### src/rtl/beat_mlp_pkg.sv
package beat_mlp_pkg;
  typedef enum logic [2:0] {
    ST_IDLE,
    ST_REQ,
    ST_BIAS,
    ST_COMP,
    ST_STORE,
    ST_CHECK,
    ST_WAIT
  } mlp_state_e;
endpackage

### src/rtl/mlp_pu.sv
module mlp_pu #(
  parameter int DW   = 16,
  parameter int FRAC = 8
) (
  input  logic                 clk_i,
  input  logic                 rst_ni,
  input  logic                 clr_i,
  input  logic                 en_i,
  input  logic                 bias_sel_i,
  input  logic signed [DW-1:0] a_i,
  input  logic signed [DW-1:0] w_i,
  input  logic signed [DW-1:0] b_i,
  output logic        [DW-1:0] sat_o
);
  localparam int AW = 2 * DW;

  logic signed [AW-1:0] acc_q, prod, term, addend;
  logic [AW-DW:0] hi;

  assign prod   = a_i * w_i;
  assign term   = prod >>> FRAC;
  assign addend = bias_sel_i ? {{(AW-DW){b_i[DW-1]}}, b_i} : acc_q;

  always_ff @(posedge clk_i or negedge rst_ni) begin
    if (!rst_ni)    acc_q <= '0;
    else if (clr_i) acc_q <= '0;
    else if (en_i)  acc_q <= term + addend;
  end

  // clamp to DW bits when upper bits are not a pure sign extension
  assign hi = acc_q[AW-1:DW-1];
  always_comb begin
    if ((&hi) || !(|hi)) sat_o = acc_q[DW-1:0];
    else if (acc_q[AW-1]) sat_o = {1'b1, {(DW-1){1'b0}}};
    else                  sat_o = {1'b0, {(DW-1){1'b1}}};
  end
endmodule

### src/rtl/mlp_argmax.sv
module mlp_argmax #(
  parameter int N  = 5,
  parameter int DW = 16,
  parameter int IW = 3
) (
  input  logic                   clk_i,
  input  logic                   rst_ni,
  input  logic                   start_i,
  input  logic [N-1:0][DW-1:0]   vals_i,
  output logic [IW-1:0]          cls_o,
  output logic                   done_o
);
  logic              run_q;
  logic [IW-1:0]     j_q, idx_q;
  logic signed [DW-1:0] best_q, cand;
  logic              gt;

  assign cand = vals_i[j_q];
  assign gt   = cand > best_q;

  always_ff @(posedge clk_i or negedge rst_ni) begin
    if (!rst_ni) begin
      run_q  <= 1'b0;
      j_q    <= '0;
      idx_q  <= '0;
      best_q <= '0;
      cls_o  <= '0;
      done_o <= 1'b0;
    end else begin
      done_o <= 1'b0;
      if (start_i) begin
        run_q  <= 1'b1;
        j_q    <= IW'(1);
        idx_q  <= IW'(1);
        best_q <= vals_i[0];
      end else if (run_q) begin
        if (gt) begin
          best_q <= cand;
          idx_q  <= j_q + IW'(1);
        end
        j_q <= j_q + IW'(1);
        if (j_q == IW'(N - 1)) begin
          run_q  <= 1'b0;
          done_o <= 1'b1;
          cls_o  <= gt ? j_q + IW'(1) : idx_q;
        end
      end
    end
  end
endmodule

### src/rtl/beat_mlp_core.sv
module beat_mlp_core
  import beat_mlp_pkg::*;
#(
  parameter int N_IN  = 100,
  parameter int N_HID = 8,
  parameter int N_OUT = 5,
  parameter int DW    = 16,
  parameter int FRAC  = 8,
  localparam int IC_W      = $clog2(N_IN),
  localparam int HID_SPAN  = N_IN + 1,
  localparam int OUT_SPAN  = N_HID + 1,
  localparam int OUT_BASE  = N_HID * HID_SPAN,
  localparam int PAR_DEPTH = OUT_BASE + N_OUT * OUT_SPAN,
  localparam int PA_W      = $clog2(PAR_DEPTH),
  localparam int CLS_W     = $clog2(N_OUT + 1)
) (
  input  logic             clk_i,
  input  logic             rst_ni,
  input  logic             start_i,
  output logic             feat_req_o,
  output logic [IC_W-1:0]  feat_addr_o,
  input  logic [DW-1:0]    feat_data_i,
  output logic             par_req_o,
  output logic [PA_W-1:0]  par_addr_o,
  input  logic [DW-1:0]    par_data_i,
  output logic [CLS_W-1:0] class_o,
  output logic             done_o,
  output logic             busy_o
);
  localparam int NMAX = (N_HID > N_OUT) ? N_HID : N_OUT;
  localparam int NW   = $clog2(NMAX);
  localparam int HI_W = $clog2(N_HID);

  mlp_state_e state_q;
  logic layer_q;
  logic [NW-1:0]   neu_q;
  logic [IC_W-1:0] in_q;
  logic [DW-1:0]   bias_q, sat, operand;
  logic [N_HID-1:0][DW-1:0] hid_q;
  logic [N_OUT-1:0][DW-1:0] out_q;
  logic last_in, last_neu, arg_go, arg_done;
  logic [PA_W-1:0] nbase, off;

  assign last_in  = layer_q ? (in_q == IC_W'(N_HID - 1)) : (in_q == IC_W'(N_IN - 1));
  assign last_neu = layer_q ? (neu_q == NW'(N_OUT - 1)) : (neu_q == NW'(N_HID - 1));
  assign operand  = layer_q ? hid_q[in_q[HI_W-1:0]] : feat_data_i;
  assign arg_go   = (state_q == ST_CHECK) && layer_q && last_neu;

  always_comb begin
    nbase = layer_q ? PA_W'(OUT_BASE) + PA_W'(neu_q) * PA_W'(OUT_SPAN)
                    : PA_W'(neu_q) * PA_W'(HID_SPAN);
    if (state_q == ST_BIAS) off = layer_q ? PA_W'(N_HID) : PA_W'(N_IN);
    else                    off = PA_W'(in_q);
    par_addr_o = nbase + off;
  end

  assign par_req_o   = (state_q == ST_REQ) || (state_q == ST_BIAS) || (state_q == ST_COMP);
  assign feat_req_o  = (state_q == ST_REQ) || ((state_q == ST_COMP) && !layer_q);
  assign feat_addr_o = layer_q ? '0 : in_q;
  assign busy_o      = (state_q != ST_IDLE);

  always_ff @(posedge clk_i or negedge rst_ni) begin
    if (!rst_ni) begin
      state_q <= ST_IDLE;
      layer_q <= 1'b0;
      neu_q   <= '0;
      in_q    <= '0;
      bias_q  <= '0;
      hid_q   <= '0;
      out_q   <= '0;
    end else begin
      unique case (state_q)
        ST_IDLE: if (start_i) begin
          state_q <= ST_REQ;
          layer_q <= 1'b0;
          neu_q   <= '0;
          in_q    <= '0;
        end
        ST_REQ: state_q <= ST_BIAS;
        ST_BIAS: begin
          bias_q  <= par_data_i;
          in_q    <= '0;
          state_q <= ST_COMP;
        end
        ST_COMP: begin
          if (last_in) state_q <= ST_STORE;
          else         in_q    <= in_q + IC_W'(1);
        end
        ST_STORE: begin
          if (layer_q) out_q[neu_q] <= sat;
          else         hid_q[neu_q[HI_W-1:0]] <= sat[DW-1] ? '0 : sat;
          state_q <= ST_CHECK;
        end
        ST_CHECK: begin
          if (!last_neu) begin
            neu_q   <= neu_q + NW'(1);
            state_q <= ST_BIAS;
          end else if (!layer_q) begin
            layer_q <= 1'b1;
            neu_q   <= '0;
            state_q <= ST_BIAS;
          end else begin
            state_q <= ST_WAIT;
          end
        end
        ST_WAIT: if (arg_done) state_q <= ST_IDLE;
        default: state_q <= ST_IDLE;
      endcase
    end
  end

  mlp_pu #(.DW(DW), .FRAC(FRAC)) u_pu (
    .clk_i      (clk_i),
    .rst_ni     (rst_ni),
    .clr_i      (state_q == ST_BIAS),
    .en_i       (state_q == ST_COMP),
    .bias_sel_i (in_q == '0),
    .a_i        (operand),
    .w_i        (par_data_i),
    .b_i        (bias_q),
    .sat_o      (sat)
  );

  mlp_argmax #(.N(N_OUT), .DW(DW), .IW(CLS_W)) u_argmax (
    .clk_i   (clk_i),
    .rst_ni  (rst_ni),
    .start_i (arg_go),
    .vals_i  (out_q),
    .cls_o   (class_o),
    .done_o  (arg_done)
  );

  assign done_o = arg_done;
endmodule

### config.mk
export PLATFORM = sky130hd
export DESIGN_NAME = beat_mlp_core
export DESIGN_NICKNAME = d
export VERILOG_FILES = /design/src/rtl/beat_mlp_pkg.sv /design/src/rtl/mlp_pu.sv /design/src/rtl/mlp_argmax.sv /design/src/rtl/beat_mlp_core.sv
export SDC_FILE = /design/constraint.sdc
export NUM_CORES = 1
export LEC_CHECK = 0
export CAP_MARGIN = 10
export CORE_MARGIN = 3
export CORE_UTILIZATION = 52
export DETAILED_ROUTE_END_ITERATION = 10
export PLACE_DENSITY = 0.7
export SYNTH_ARGS = -nofsm -noshare
export SYNTH_HDL_FRONTEND = slang
export SYNTH_SLANG_ARGS = --single-unit
### constraint.sdc
create_clock -name clk_i -period 11.77 [get_ports clk_i]
set_clock_uncertainty 0.05 [all_clocks]
set_input_delay 1.177 -clock clk_i [delete_from_list [all_inputs] [get_ports clk_i]]
set_output_delay 1.177 -clock clk_i [all_outputs]
set_load 0.01 [all_outputs]
# ---- Word level (Yosys, flattened, before mapping)
# Index checks and enable logic that the tools add are counted.
dict set report word_totals {
  in_bits 35
  output_inout_bits 24
  register_bits 297
}
dict set report op_classes {
  order_cmp 5
  addsub 6
  n_eq_ne 17
  muxes 51
  bitwise 2
  n_reduce_logical 28
  mul 3
}
# cell n
set op_table {}
lappend op_table {{$mux W16} 9}
lappend op_table {{$bwmux W128} 1}
lappend op_table {{$bmux W16 S3} 2}
lappend op_table {{$mux W32} 3}
lappend op_table {{$bwmux W80} 1}
lappend op_table {{$demux W16 S3} 1}
lappend op_table {{$mux W3} 13}
lappend op_table {{$mux W7} 5}
lappend op_table {{$add A24 B32 Y32} 1}
lappend op_table {{$mul A16 B16 Y32} 1}
lappend op_table {{$pmux W3 S7} 1}
lappend op_table {{$pmux W7 S3} 1}
lappend op_table {{$eq A3 B3 Y1 const B} 6}
lappend op_table {{$reduce_and A17 Y1} 1}
lappend op_table {{$reduce_or A17 Y1} 1}
lappend op_table {{$gt A16 B16 Y1} 1}
lappend op_table {{$mux W15} 1}
lappend op_table {{$reduce_and A3 Y1} 5}
lappend op_table {{$lt A3 B4 Y1 const B} 3}
lappend op_table {{$add A10 B10 Y10} 1}
lappend op_table {{$add A9 B8 Y10 const A} 1}
lappend op_table {{$mul A3 B7 Y10 const B} 1}
lappend op_table {{$mux W1} 10}
lappend op_table {{$mux W10} 1}
lappend op_table {{22 further kinds} 41}

# ---- Depth between registers and ports, before layout
dict set report depth {
  ltp_word 7
  mapped_depth 42
  mapped_depth_nobuf 39
}

# ---- Cells and area by module
# A second synthesis with hierarchy kept.
dict set report unflattened {
  cells_unflattened 2639
  area_unflattened_um2 25670.9
}
# module seq_area_each_um2 cells_each n_inst area_per_inst_um2
set modules_own_cells {}
lappend modules_own_cells {mlp_pu 800.8 1437 1 12638.4}
lappend modules_own_cells {beat_mlp_core 5755.5 906 1 10641.5}
lappend modules_own_cells {mlp_argmax 675.6 296 1 2391.0}

# ---- Worst setup path after synthesis
# Ideal clock, no wire load.
dict set report synth_timing {
  path_type {register to register}
  start {reg in_q[0]}
  end {reg u_pu.acc_q[26]}
  arrival_ns 9.574
  setup_slack_ns 2.024
  setup_time_ns 0.122
  stages_incl_launch_ff 39
  path_cell_list {dfrtp_1 buf_6 buf_2 buf_1 mux4_2 mux2i_1 a21oi_1 clkbuf_1 nand2_1 fa_1 inv_1 fa_1 inv_1 fa_1 inv_1 fa_1 fa_1 inv_1 (+3 left out) o21ai_0 o21ai_0 nand2_1 a311oi_1 o31ai_2 o31ai_1 a31oi_1 xnor2_1 ha_1 a21o_1 a21oi_1 nor2b_1 a2111oi_0 o221ai_1 o21ai_0 a21oi_1 or3_1 a32o_1}
}
dict set report synth_between {
  elab_chain_cells 7
}
# item line_no
set synth_lines {}
lappend synth_lines {{start, declared} beat_mlp_core.sv:37} ;# logic [IC_W-1:0] in_q;
lappend synth_lines {{start signal, assigned} beat_mlp_core.sv:87} ;# else in_q <= in_q + IC_W'(1);
lappend synth_lines {{$bmux W16 S3} beat_mlp_core.sv:46} ;# assign operand = layer_q ? hid_q[in_q[HI_W-1:0]] : feat_data_i;
lappend synth_lines {{$mux W16 (not written as such)} beat_mlp_core.sv:46}
lappend synth_lines {{$mux W16} beat_mlp_core.sv:46}
lappend synth_lines {{$mul A16 B16 Y32} mlp_pu.sv:20} ;# assign prod = a_i * w_i;
lappend synth_lines {{$add A24 B32 Y32 (*)} mlp_pu.sv:27} ;# else if (en_i) acc_q <= term + addend;
lappend synth_lines {{$mux W32 (*)} mlp_pu.sv:27}
lappend synth_lines {{$mux W32 (*)} mlp_pu.sv:26} ;# else if (clr_i) acc_q <= '0;
lappend synth_lines {{end signal, assigned} mlp_pu.sv:27}
lappend synth_lines {{end, declared} mlp_pu.sv:17} ;# logic signed [AW-1:0] acc_q, prod, term, addend;
# Every way passes the cells marked *; elsewhere a longest branch is shown, timed or not. The select of a mux whose other input is x is not followed.
# A chain may end at the register's enable or synchronous reset.

# ---- Worst setup path in the final report
dict set report layout_timing {
  start {reg in_q[0]}
  end {reg u_pu.acc_q[28]}
}
# The elaborated chain is that of the path after synthesis.

==> impl_metrics.json <==
{
  "drt.antenna.violating_nets": 0,
  "wl_per_cell_um": 19.78,
  "postCtsHoldBufs": 0,
  "postSynthRegisterBits": 289,
  "synth_enable_flop_cells": 0,
  "critPathSlowestCell": "sky130_fd_sc_hd__dfrtp_2",
  "cts_root_buf": "sky130_fd_sc_hd__clkbuf_16",
  "hold-path-cell-count": 2,
  "placement_rows": 80,
  "multi_input_area_sq_mm": 0.01629,
  "max_cap_violation_count": 0,
  "cts_tree": "done",
  "starting_drt_drc_count": 1645,
  "grt_first_pass_wirelength_mm": 107.0,
  "wl_mm": 65.95,
  "regToRegStartpoint": "in_q[0]",
  "regArea_sq_mm": 0.007234,
  "endpoint_kind": "register",
  "timing.critical_path.from_type": "register",
  "timing.fmax_mhz": 90.82,
  "drt_first_pass_iters": 8,
  "synth.avg_cell_area_sq_um": 9.323,
  "cts_inserted_buffers": 31,
  "synthesis.area_sq_mm": 0.02532,
  "final.min_clock_period_ps": 11010,
  "cpMostUsedCell": "sky130_fd_sc_hd__fa_1",
  "timing.final.setup_violations": 0,
  "gr-usage-all-layers": 0.2620,
  "yosysUniqueCellTypes": 70,
  "post-route-drc-count": 0,
  "synth_top_cell_by_area": "sky130_fd_sc_hd__dfrtp_1",
  "antenna_found_initial": 2,
  "syn_inst": 2716,
  "io-pin-count": 59,
  "die-width_um": 226.7,
  "path_clk_slew_ps": 60,
  "clock_path_buffers": 3,
  "critPathMaxFanout": 26,
  "reg2reg_to": "u_pu.acc_q[28]",
  "place_congestion": 0.9049,
  "worst-slew-pin-transition_ps": 1336,
  "grt_remaining_overflow": 0,
  "synthesis.nets": 3165,
  "crit_path_start": "in_q[0]",
  "post_synth_most_frequent_cells": "451 x sky130_fd_sc_hd__nand2_1, 332 x sky130_fd_sc_hd__inv_1, 289 x sky130_fd_sc_hd__dfrtp_1, 285 x sky130_fd_sc_hd__o21ai_0, 263 x sky130_fd_sc_hd__fa_1",
  "fin_setup_tns_ps": 0,
  "post_cts_buffers": 0,
  "finalNetCount": 3148,
  "slew_violations": 0,
  "worstPathRequired_ps": 12170,
  "dieArea_sq_mm": 0.05138,
  "timing_worst_setup_path_type": "register to register",
  "worstRegToRegCells": 36,
  "syn_to_final_growth_pct": 8.588,
  "routed-via-count": 19490,
  "kind_of_path_behind_the_tightest_hold_check": "register to register",
  "outcome": "completed",
  "port_buffers": 58,
  "initial_core_util": 0.5281,
  "grt_max_degree": 192,
  "cts-htree-levels": 1,
  "nFillCells": 4115,
  "finalHoldViolCount": 0,
  "antenna_cells_inserted": 0,
  "chipHeight_um": 226.7,
  "post_drt_via_cell_ratio": 5.847,
  "r2r_setup_slack_ps": 760,
  "vias_in_the_first_global_route": 20160,
  "synth_top_area_share": 0.2856,
  "core_region_area_sq_mm": 0.04795,
  "synth-seq-area-share": 0.2856,
  "timing.critical_path.to": "u_pu.acc_q[28]",
  "synth.top_cells.by_area": "sky130_fd_sc_hd__dfrtp_1 29%, sky130_fd_sc_hd__fa_1 21%, sky130_fd_sc_hd__ha_1 7.5%",
  "post-dp-hpwl_mm": 47.94,
  "holdCritStartpoint": "hid_q[103]",
  "final.period_utilization": 0.9355,
  "critical-path-max-stage-delay_ps": 910,
  "synth.most_common_cell": "sky130_fd_sc_hd__nand2_1",
  "post_cts_resize_count": 0,
  "clock_latency_ps": 570,
  "timing.slew.headroom": 0.09969,
  "synth_async_sr_flop_share": 1.000,
  "synthFlopType": "sky130_fd_sc_hd__dfrtp_1",
  "cp.arrival_ps": 11410,
  "setup_repair_after_global_routing_missed_its_margin": "false",
  "drive_gt1_frac": 0.07025,
  "yosys_warnings": 0,
  "cts.sinks": 289
}
## per-layer routing
metal / global-route usage / vias up / share of wire
met5: 0 / - / 0.00020
met2: 0.4384 / 597 / 0.48
li1: - / 8852 / -
met3: 0.03405 / 128 / 0.059
met1: 0.3671 / 9915 / 0.43
met4: 0.06152 / 2 / 0.023
## cell type report
cell class,instances,share of cell area
multi-input combinational,1948,0.5923
clock buffer,39,0.03149
clock inverter,14,0.007645
inverter,334,0.04560
sequential,289,0.2631
tap,615,0.02799
timing repair buffer,95,0.03185
## stage by stage
step	utilization	instances	hold slack, ps	instance area (sq um)	worst slack (ps)
2_1_floorplan	-	2716	391.7	25320	2024
3_3_place_gp	0.5510	3281	406.5	26420	1314
3_5_place_dp	0.5510	3281	414.3	26420	1087
4_1_cts	0.5735	3334	428.7	27500	898.3
5_1_grt	0.5735	3334	450.1	27500	96.76
6_report	0.5735	3334	426.1	27500	759.5
## worst min path at each step
stage,to,slack [ps]
after detailed placement,bias_q[13],410
final,hid_q[103],430
after CTS,hid_q[103],430
after floorplan,bias_q[10],390
after global routing,out_q[38],450
after global placement,hid_q[106],410
## sequential cells by signal (all words and copies together) (netlist names), 3 cells and up
register / count
bias_q: 16
hid_q: 120
in_q: 7
neu_q: 3
out_q: 80
state_q: 3
u_argmax.best_q: 16
u_argmax.cls_o: 3
u_argmax.idx_q: 3
u_argmax.j_q: 3
u_pu.acc_q: 32
## critical path, delay by kind of cell, from the launching register on
kind                       cells  cell delay [ps]
AOI/OAI and AO/OA             13             3460
muxes                          3              970
buffers and inverters          6              810
xor gates and xnor gates       1              170
and+or+nand+nor                5              760
adders and majority gates      8             3750
DFF                            1              910
## placed cells by master, fill, tap and decap left out, types with 31 or more instances in the layout
cell / synthesis / layout
sky130_fd_sc_hd__nor3_1: 42 / 41
sky130_fd_sc_hd__and2_1: 119 / 119
sky130_fd_sc_hd__fa_1: 263 / 263
sky130_fd_sc_hd__xor2_1: 31 / 31
sky130_fd_sc_hd__o21ai_0: 285 / 285
sky130_fd_sc_hd__nand2_1: 451 / 451
sky130_fd_sc_hd__inv_1: 332 / 332
sky130_fd_sc_hd__xnor2_1: 42 / 42
sky130_fd_sc_hd__mux4_2: 44 / 44
sky130_fd_sc_hd__clkbuf_16: 0 / 31
sky130_fd_sc_hd__a21o_1: 35 / 35
sky130_fd_sc_hd__nor2_1: 79 / 79
sky130_fd_sc_hd__ha_1: 151 / 151
sky130_fd_sc_hd__clkdlybuf4s50_1: 0 / 57
sky130_fd_sc_hd__buf_4: 1 / 36
sky130_fd_sc_hd__a21oi_1: 95 / 94
sky130_fd_sc_hd__dfrtp_1: 289 / 287
## kinds of logic (layout without fill, tap and decap cells)
| group | after synthesis | after routing | share of synthesized area |
|---|---|---|---|
| adders and majority gates | 414 | 414 | 0.2825 |
| buffers and inverters | 479 | 482 | 0.07155 |
| DFF | 289 | 289 | 0.2856 |
| AOI/OAI and AO/OA | 543 | 543 | 0.1271 |
| and+or+nand+nor | 831 | 831 | 0.1505 |
| muxes | 87 | 87 | 0.05742 |
| xor gates and xnor gates | 73 | 73 | 0.02525 |
Power is left out: the tool's default activity adds up to more than one toggle a clock period on the data nets, which glitch-free logic cannot reach.
